## src/rtl/errq_pkg.sv

```systemverilog
package errq_pkg;

  localparam int ERRQ_CODE_W_DEF = 7;
  localparam int ERRQ_DEPTH_DEF  = 8;

  // Per-cycle decision taken by the controller
  typedef struct packed {
    logic flush;    // queue emptied before anything else this cycle
    logic push_ok;  // offered code is stored
    logic pop_ok;   // oldest entry is removed
    logic drop;     // offered code discarded because the queue is full
  } errq_op_t;

endpackage

```

## src/rtl/errq_ctrl.sv

```systemverilog
module errq_ctrl
  import errq_pkg::*;
#(
  parameter int DEPTH = ERRQ_DEPTH_DEF,
  localparam int PTR_W = $clog2(DEPTH),
  localparam int CNT_W = $clog2(DEPTH + 1)
) (
  input  logic             clk,
  input  logic             rst,
  input  logic             clr_i,
  input  logic             mode_accum_i,
  input  logic             msg_new_i,
  input  logic             push_valid_i,
  input  logic             pop_i,
  output logic             we_o,
  output logic [PTR_W-1:0] waddr_o,
  output logic             re_o,
  output logic [PTR_W-1:0] raddr_o,
  output logic             not_empty_o,
  output logic             overflow_o,
  output logic             pop_valid_o,
  output logic             pop_hit_o
);

  logic [PTR_W-1:0] wr_q, rd_q;
  logic [CNT_W-1:0] cnt_q;

  logic [PTR_W-1:0] wr_base, rd_base, wr_inc, rd_inc, wr_n, rd_n;
  logic [CNT_W-1:0] cnt_base, cnt_n;
  errq_op_t         op;

  // Flush comes first; push and pop then act on the flushed state.
  always_comb begin
    op.flush   = clr_i | (msg_new_i & ~mode_accum_i);
    wr_base    = op.flush ? '0 : wr_q;
    rd_base    = op.flush ? '0 : rd_q;
    cnt_base   = op.flush ? '0 : cnt_q;
    op.pop_ok  = pop_i & (cnt_base != '0);
    op.push_ok = push_valid_i & (cnt_base != CNT_W'(DEPTH));
    op.drop    = push_valid_i & (cnt_base == CNT_W'(DEPTH));
  end

  // Pointer wrap: free for power-of-two depths, explicit compare otherwise
  generate
    if ((DEPTH & (DEPTH - 1)) == 0) begin : g_wrap_pow2
      assign wr_inc = wr_base + PTR_W'(1);
      assign rd_inc = rd_base + PTR_W'(1);
    end else begin : g_wrap_cmp
      assign wr_inc = (wr_base == PTR_W'(DEPTH - 1)) ? '0 : wr_base + PTR_W'(1);
      assign rd_inc = (rd_base == PTR_W'(DEPTH - 1)) ? '0 : rd_base + PTR_W'(1);
    end
  endgenerate

  always_comb begin
    wr_n  = op.push_ok ? wr_inc : wr_base;
    rd_n  = op.pop_ok ? rd_inc : rd_base;
    cnt_n = cnt_base + CNT_W'(op.push_ok) - CNT_W'(op.pop_ok);
  end

  assign we_o    = op.push_ok;
  assign waddr_o = wr_base;
  assign re_o    = op.pop_ok;
  assign raddr_o = rd_base;

  always_ff @(posedge clk) begin
    if (rst) begin
      wr_q        <= '0;
      rd_q        <= '0;
      cnt_q       <= '0;
      not_empty_o <= 1'b0;
      overflow_o  <= 1'b0;
      pop_valid_o <= 1'b0;
      pop_hit_o   <= 1'b0;
    end else begin
      wr_q        <= wr_n;
      rd_q        <= rd_n;
      cnt_q       <= cnt_n;
      not_empty_o <= (cnt_n != '0);
      overflow_o  <= clr_i ? 1'b0 : (overflow_o | op.drop);
      pop_valid_o <= pop_i;
      pop_hit_o   <= op.pop_ok;
    end
  end

endmodule

```

## src/rtl/errq_store.sv

```systemverilog
module errq_store #(
  parameter int DEPTH  = 8,
  parameter int CODE_W = 7,
  localparam int PTR_W = $clog2(DEPTH)
) (
  input  logic              clk,
  input  logic              we_i,
  input  logic [PTR_W-1:0]  waddr_i,
  input  logic [CODE_W-1:0] wdata_i,
  input  logic              re_i,
  input  logic [PTR_W-1:0]  raddr_i,
  output logic [CODE_W-1:0] rdata_o
);

  // Simple dual-port array with registered read, no reset: maps to block RAM
  logic [CODE_W-1:0] mem [DEPTH];

  always_ff @(posedge clk) begin
    if (we_i) mem[waddr_i] <= wdata_i;
  end

  always_ff @(posedge clk) begin
    if (re_i) rdata_o <= mem[raddr_i];
  end

endmodule

```

## src/rtl/errq_echo.sv

```systemverilog
module errq_echo #(
  parameter int CODE_W = 7
) (
  input  logic              clk,
  input  logic              rst,
  input  logic              push_valid_i,
  input  logic [CODE_W-1:0] push_code_i,
  output logic              echo_valid_o,
  output logic [CODE_W-1:0] echo_code_o
);

  always_ff @(posedge clk) begin
    if (rst) begin
      echo_valid_o <= 1'b0;
      echo_code_o  <= '0;
    end else begin
      echo_valid_o <= push_valid_i;
      if (push_valid_i) echo_code_o <= push_code_i;
    end
  end

endmodule

```

## src/rtl/err_code_queue.sv

```systemverilog
module err_code_queue
  import errq_pkg::*;
#(
  parameter int CODE_W = ERRQ_CODE_W_DEF,
  parameter int DEPTH  = ERRQ_DEPTH_DEF
) (
  input  logic              clk,
  input  logic              rst,
  input  logic              clr_i,
  input  logic              mode_accum_i,
  input  logic              msg_new_i,
  input  logic              push_valid_i,
  input  logic [CODE_W-1:0] push_code_i,
  input  logic              pop_i,
  output logic              pop_valid_o,
  output logic [CODE_W-1:0] pop_code_o,
  output logic              not_empty_o,
  output logic              overflow_o,
  output logic              echo_valid_o,
  output logic [CODE_W-1:0] echo_code_o
);

  localparam int PTR_W = $clog2(DEPTH);

  logic             we, re, pop_hit;
  logic [PTR_W-1:0] waddr, raddr;
  logic [CODE_W-1:0] rdata;

  errq_ctrl #(.DEPTH(DEPTH)) ctrl_i (
    .clk          (clk),
    .rst          (rst),
    .clr_i        (clr_i),
    .mode_accum_i (mode_accum_i),
    .msg_new_i    (msg_new_i),
    .push_valid_i (push_valid_i),
    .pop_i        (pop_i),
    .we_o         (we),
    .waddr_o      (waddr),
    .re_o         (re),
    .raddr_o      (raddr),
    .not_empty_o  (not_empty_o),
    .overflow_o   (overflow_o),
    .pop_valid_o  (pop_valid_o),
    .pop_hit_o    (pop_hit)
  );

  errq_store #(.DEPTH(DEPTH), .CODE_W(CODE_W)) store_i (
    .clk     (clk),
    .we_i    (we),
    .waddr_i (waddr),
    .wdata_i (push_code_i),
    .re_i    (re),
    .raddr_i (raddr),
    .rdata_o (rdata)
  );

  errq_echo #(.CODE_W(CODE_W)) echo_i (
    .clk          (clk),
    .rst          (rst),
    .push_valid_i (push_valid_i),
    .push_code_i  (push_code_i),
    .echo_valid_o (echo_valid_o),
    .echo_code_o  (echo_code_o)
  );

  // An empty pop reports code 0 ("no error")
  assign pop_code_o = pop_hit ? rdata : '0;

endmodule

```

## config.mk

```make
export PLATFORM = sky130hd
export DESIGN_NAME = err_code_queue
export DESIGN_NICKNAME = d
export VERILOG_FILES = /design/src/rtl/errq_pkg.sv /design/src/rtl/errq_ctrl.sv /design/src/rtl/errq_store.sv /design/src/rtl/errq_echo.sv /design/src/rtl/err_code_queue.sv
export SDC_FILE = /design/constraint.sdc
export NUM_CORES = 1
export LEC_CHECK = 0
export BUFFER_PORTS_ARGS = -buffer_cell sky130_fd_sc_hd__buf_2
export CORE_ASPECT_RATIO = 2
export CORE_MARGIN = 10
export CORE_UTILIZATION = 40
export CTS_CLUSTER_SIZE = 12
export DETAILED_ROUTE_END_ITERATION = 10
export HOLD_SLACK_MARGIN = 0.06
export PLACE_DENSITY_LB_ADDON = 0.25
export REMOVE_ABC_BUFFERS = 1
export SLEW_MARGIN = 20
export SYNTH_ARGS = -nofsm -noshare
export SYNTH_HDL_FRONTEND = slang
export SYNTH_SLANG_ARGS = --single-unit
```

## constraint.sdc

```tcl
create_clock -name clk -period 3.6 [get_ports clk]
set_clock_uncertainty 0.15 [all_clocks]
set_input_delay 0.18 -clock clk [delete_from_list [all_inputs] [get_ports clk]]
set_output_delay 0.18 -clock clk [all_outputs]
set_load 0.005 [all_outputs]
```

==> flow_metrics.env <==
export IMPL_outcome="completed"
export IMPL_grt_max_degree=28
export IMPL_fin_nets=351
export IMPL_area_growth_pct=16.6
export IMPL_r2r_start="ctrl_i.cnt_q[0]"
export IMPL_min_path_type="input pin to register"
export IMPL_end_kind="register"
export IMPL_yosys_warnings=0
export IMPL_p_leak_nw=1.61
export IMPL_grt_antenna_before_repair=0
export IMPL_die_area_um2=13700
export IMPL_crit_required_ns=3.65
export IMPL_hold_viol=0
export IMPL_setup_viol=0
export IMPL_via_per_inst=5.53
export IMPL_ff2ff_path_depth=9
export IMPL_fmax_mhz=382
export IMPL_fp_coreArea_um2=9010
export IMPL_diodes=0
export IMPL_synthArstFlopShare_pct=0
export IMPL_mappedNetlistArea_um2=3700
export IMPL_worstSetupPathType="input pin to register"
export IMPL_tightest_slew_ns=0.972
export IMPL_grt_pass1_vias=2461
export IMPL_timing_final_crit_share_pct=72.7
export IMPL_p_per_area_nw_per_um2=500
export IMPL_rr_endpoint="ctrl_i.not_empty_o"
export IMPL_ys_top_cells_by_area="edfxtp_1 (51%), dfxtp_1 (12%), mux2_1 (3.7%), nand2_1 (2.8%), ha_1 (2.4%)"
export IMPL_start_util_pct=41.0
export IMPL_tritoncts="built"
export IMPL_gp_congestion=0.844
export IMPL_ys_seq_area_share_pct=63.1
export IMPL_synth_cells=288
export IMPL_holdWs_ns=0.0852
export IMPL_clockBufferDepth=2
export IMPL_r2r_slack_ns=1.06
export IMPL_gr_usage_all_layers_pct=12.9
export IMPL_ys_flop_type="edfxtp_1"
export IMPL_vdd_ir_drop_worst_mv=0.230
export IMPL_wirelength_um=8520
export IMPL_min_to="store_i.mem[6][3]"
export IMPL_overflow=0
export IMPL_portBuffers=31
export IMPL_dr_pass1_iters=4
export IMPL_cts_buffers=9
export IMPL_worstPathArrival_ns=2.66
export IMPL_crit_path_max_fanout=11
export IMPL_antenna_left=0
export IMPL_cp_slowest_cell="fa_1"
export IMPL_grt_pass1_wl_um=13200
export IMPL_maxCapViolations=0
export IMPL_ios=32
export IMPL_crit_path_max_incr_delay_ns=0.39
export IMPL_die_y_um=156
export IMPL_post_synth_cell_area_avg_um2=12.8
export IMPL_rows=49
export IMPL_synth_top_cell_by_area="edfxtp_1"
export IMPL_ys_types=52
export IMPL_hold_start="push_code_i[3]"
export IMPL_fin_crit_ns=2.62
export IMPL_grt_setup_unrepaired="false"
export IMPL_drc=0
export IMPL_worstPathCellList="buf_2, nor2b_4, nor2_2, nand2_1, ha_1, o31ai_2, nand2_1, inv_2, xnor2_1, ha_1, fa_1, xnor2_1, a41oi_1"
export IMPL_drive_above_1_share_pct=20.1
export IMPL_cts_sinks=85
export IMPL_ys_ff_latch=85
export IMPL_clk_latency_ns=0.34
export IMPL_setup_tns_ns=0
export IMPL_maxSlewViolCount=0
export IMPL_drt_iter0_drc=169
export IMPL_synth_edf_count=63
export IMPL_critPathLaunchType="input pin"
export IMPL_num_vias=2411
export IMPL_fp_dieW_um=88.0
export IMPL_cts_root_buf="clkbuf_16"
export IMPL_wire_per_inst_um=19.5
export IMPL_hold_depth=1
export IMPL_maxSlewHeadroom_pct=35.1
export IMPL_yosysTopAreaCellShare_pct=51.2
export IMPL_clk_pin_slew_ns=0.06
export IMPL_cts_max_level=3
export IMPL_path_delay_family="adder cells"
export IMPL_crit_buf_inv=2
export IMPL_dp_hpwl_um=6430
cells in the final DEF (no fill, tap or decap), types with 7 or more instances in the layout:
master | Yosys | layout
dfxtp_1 | 22 | 22
a21oi_1 | 13 | 13
and2_1 | 7 | 7
dlygate4sd3_1 | 0 | 7
ha_1 | 7 | 7
a221oi_1 | 7 | 7
nand2_1 | 28 | 28
buf_4 | 1 | 7
inv_1 | 9 | 9
mux2i_1 | 8 | 8
edfxtp_1 | 63 | 63
mux2_1 | 12 | 12
clkbuf_16 | 0 | 9
nor2_1 | 22 | 22
buf_2 | 7 | 31
nand3_1 | 7 | 7
area by class of cell:
cell class | instances | area [um^2]
inverter | 12 | 45.0
clock buffer | 10 | 239
sequential | 85 | 2330
timing repair buffer | 45 | 278
clock inverter | 6 | 60.1
multi-input combinational | 176 | 1230
fill | 794 | 4700
tap | 102 | 128
where the power goes:
part	internal (mW)	switching, mW	leakage (nW)
Sequential	1.08	0.0145	0.752
Combinational	0.0560	0.0922	0.713
Clock	0.554	0.361	0.149
Total	1.69	0.467	1.61
worst reg2reg max path: cells and delay by family (launching register included):
kind / cells / cell delay, ns
AO/OA/AOI/OAI: 2 / 0.30
buffers and inverters: 1 / 0.12
flip-flops: 1 / 0.31
adder cells (fa/ha/maj): 2 / 0.61
XOR/XNOR: 2 / 0.38
AND/OR/NAND/NOR: 2 / 0.54
sequential cells by signal (all words and copies together) (netlist names):
register	cells
ctrl_i.wr_q	3
ctrl_i.pop_hit_o	1
ctrl_i.not_empty_o	1
store_i.rdata_o	7
echo_i.echo_valid_o	1
ctrl_i.pop_valid_o	1
store_i.mem	56
ctrl_i.overflow_o	1
ctrl_i.cnt_q	4
echo_i.echo_code_o	7
ctrl_i.rd_q	3
metrics by stage:
step	std cells	setup slack, ns	area [um^2]	utilization [%]	total power [mW]
after floorplan	273	1.09	3610	-	1.19
after global placement	413	0.757	3940	43.7	1.26
after detailed placement	413	0.631	3940	43.7	1.26
after CTS	435	0.967	4300	47.7	2.18
after global routing	436	0.775	4310	47.8	2.23
final	436	0.983	4310	47.8	2.16
synth_stat cells, types with 7 or more instances:
cell and n:
ha_1 7, and2_1 7, edfxtp_1 63, nand3_1 7
a221oi_1 7, inv_1 9, nor2_1 22, mux2i_1 8
dfxtp_1 22, buf_2 7, mux2_1 12, nand2_1 28
a21oi_1 13
metal layers:
| metal | track usage [%] | vias to the layer above | routed length (um) |
|---|---|---|---|
| li1 | - | 1166 | - |
| met1 | 11.7 | 1167 | 2790 |
| met2 | 24.2 | 59 | 5010 |
| met3 | 3.03 | 19 | 374 |
| met4 | 7.94 | 0 | 343 |
| met5 | 0 | - | 0 |
how the worst max path moves through the flow:
stage | from | end | slack, ns | depth (start not counted)
after floorplan | msg_new_i | ctrl_i.not_empty_o | 1.09 | 13
final | msg_new_i | ctrl_i.not_empty_o | 0.98 | 13
after CTS | msg_new_i | ctrl_i.not_empty_o | 0.97 | 13
after detailed placement | msg_new_i | ctrl_i.not_empty_o | 0.63 | 13
after global placement | msg_new_i | ctrl_i.not_empty_o | 0.76 | 14
after global routing | msg_new_i | ctrl_i.not_empty_o | 0.77 | 13
logic make-up after synthesis:
| group | share of synthesized area, % |
|---|---|
| AO/OA/AOI/OAI | 11.6 |
| AND/OR/NAND/NOR | 12.2 |
| multiplexers | 5.82 |
| adder cells (fa/ha/maj) | 2.91 |
| XOR/XNOR | 0.711 |
| flip-flops | 63.1 |
| buffers and inverters | 3.69 |
repair_timing:
item                                    in CTS  in global routing
hold buffers                                 6                  1
endpoints found under the setup margin       0                  0
resized for setup                            0                  0
buffers inserted                             0                  0
endpoints found under the hold margin       44                  7
(Power assumes the default switching activity.)
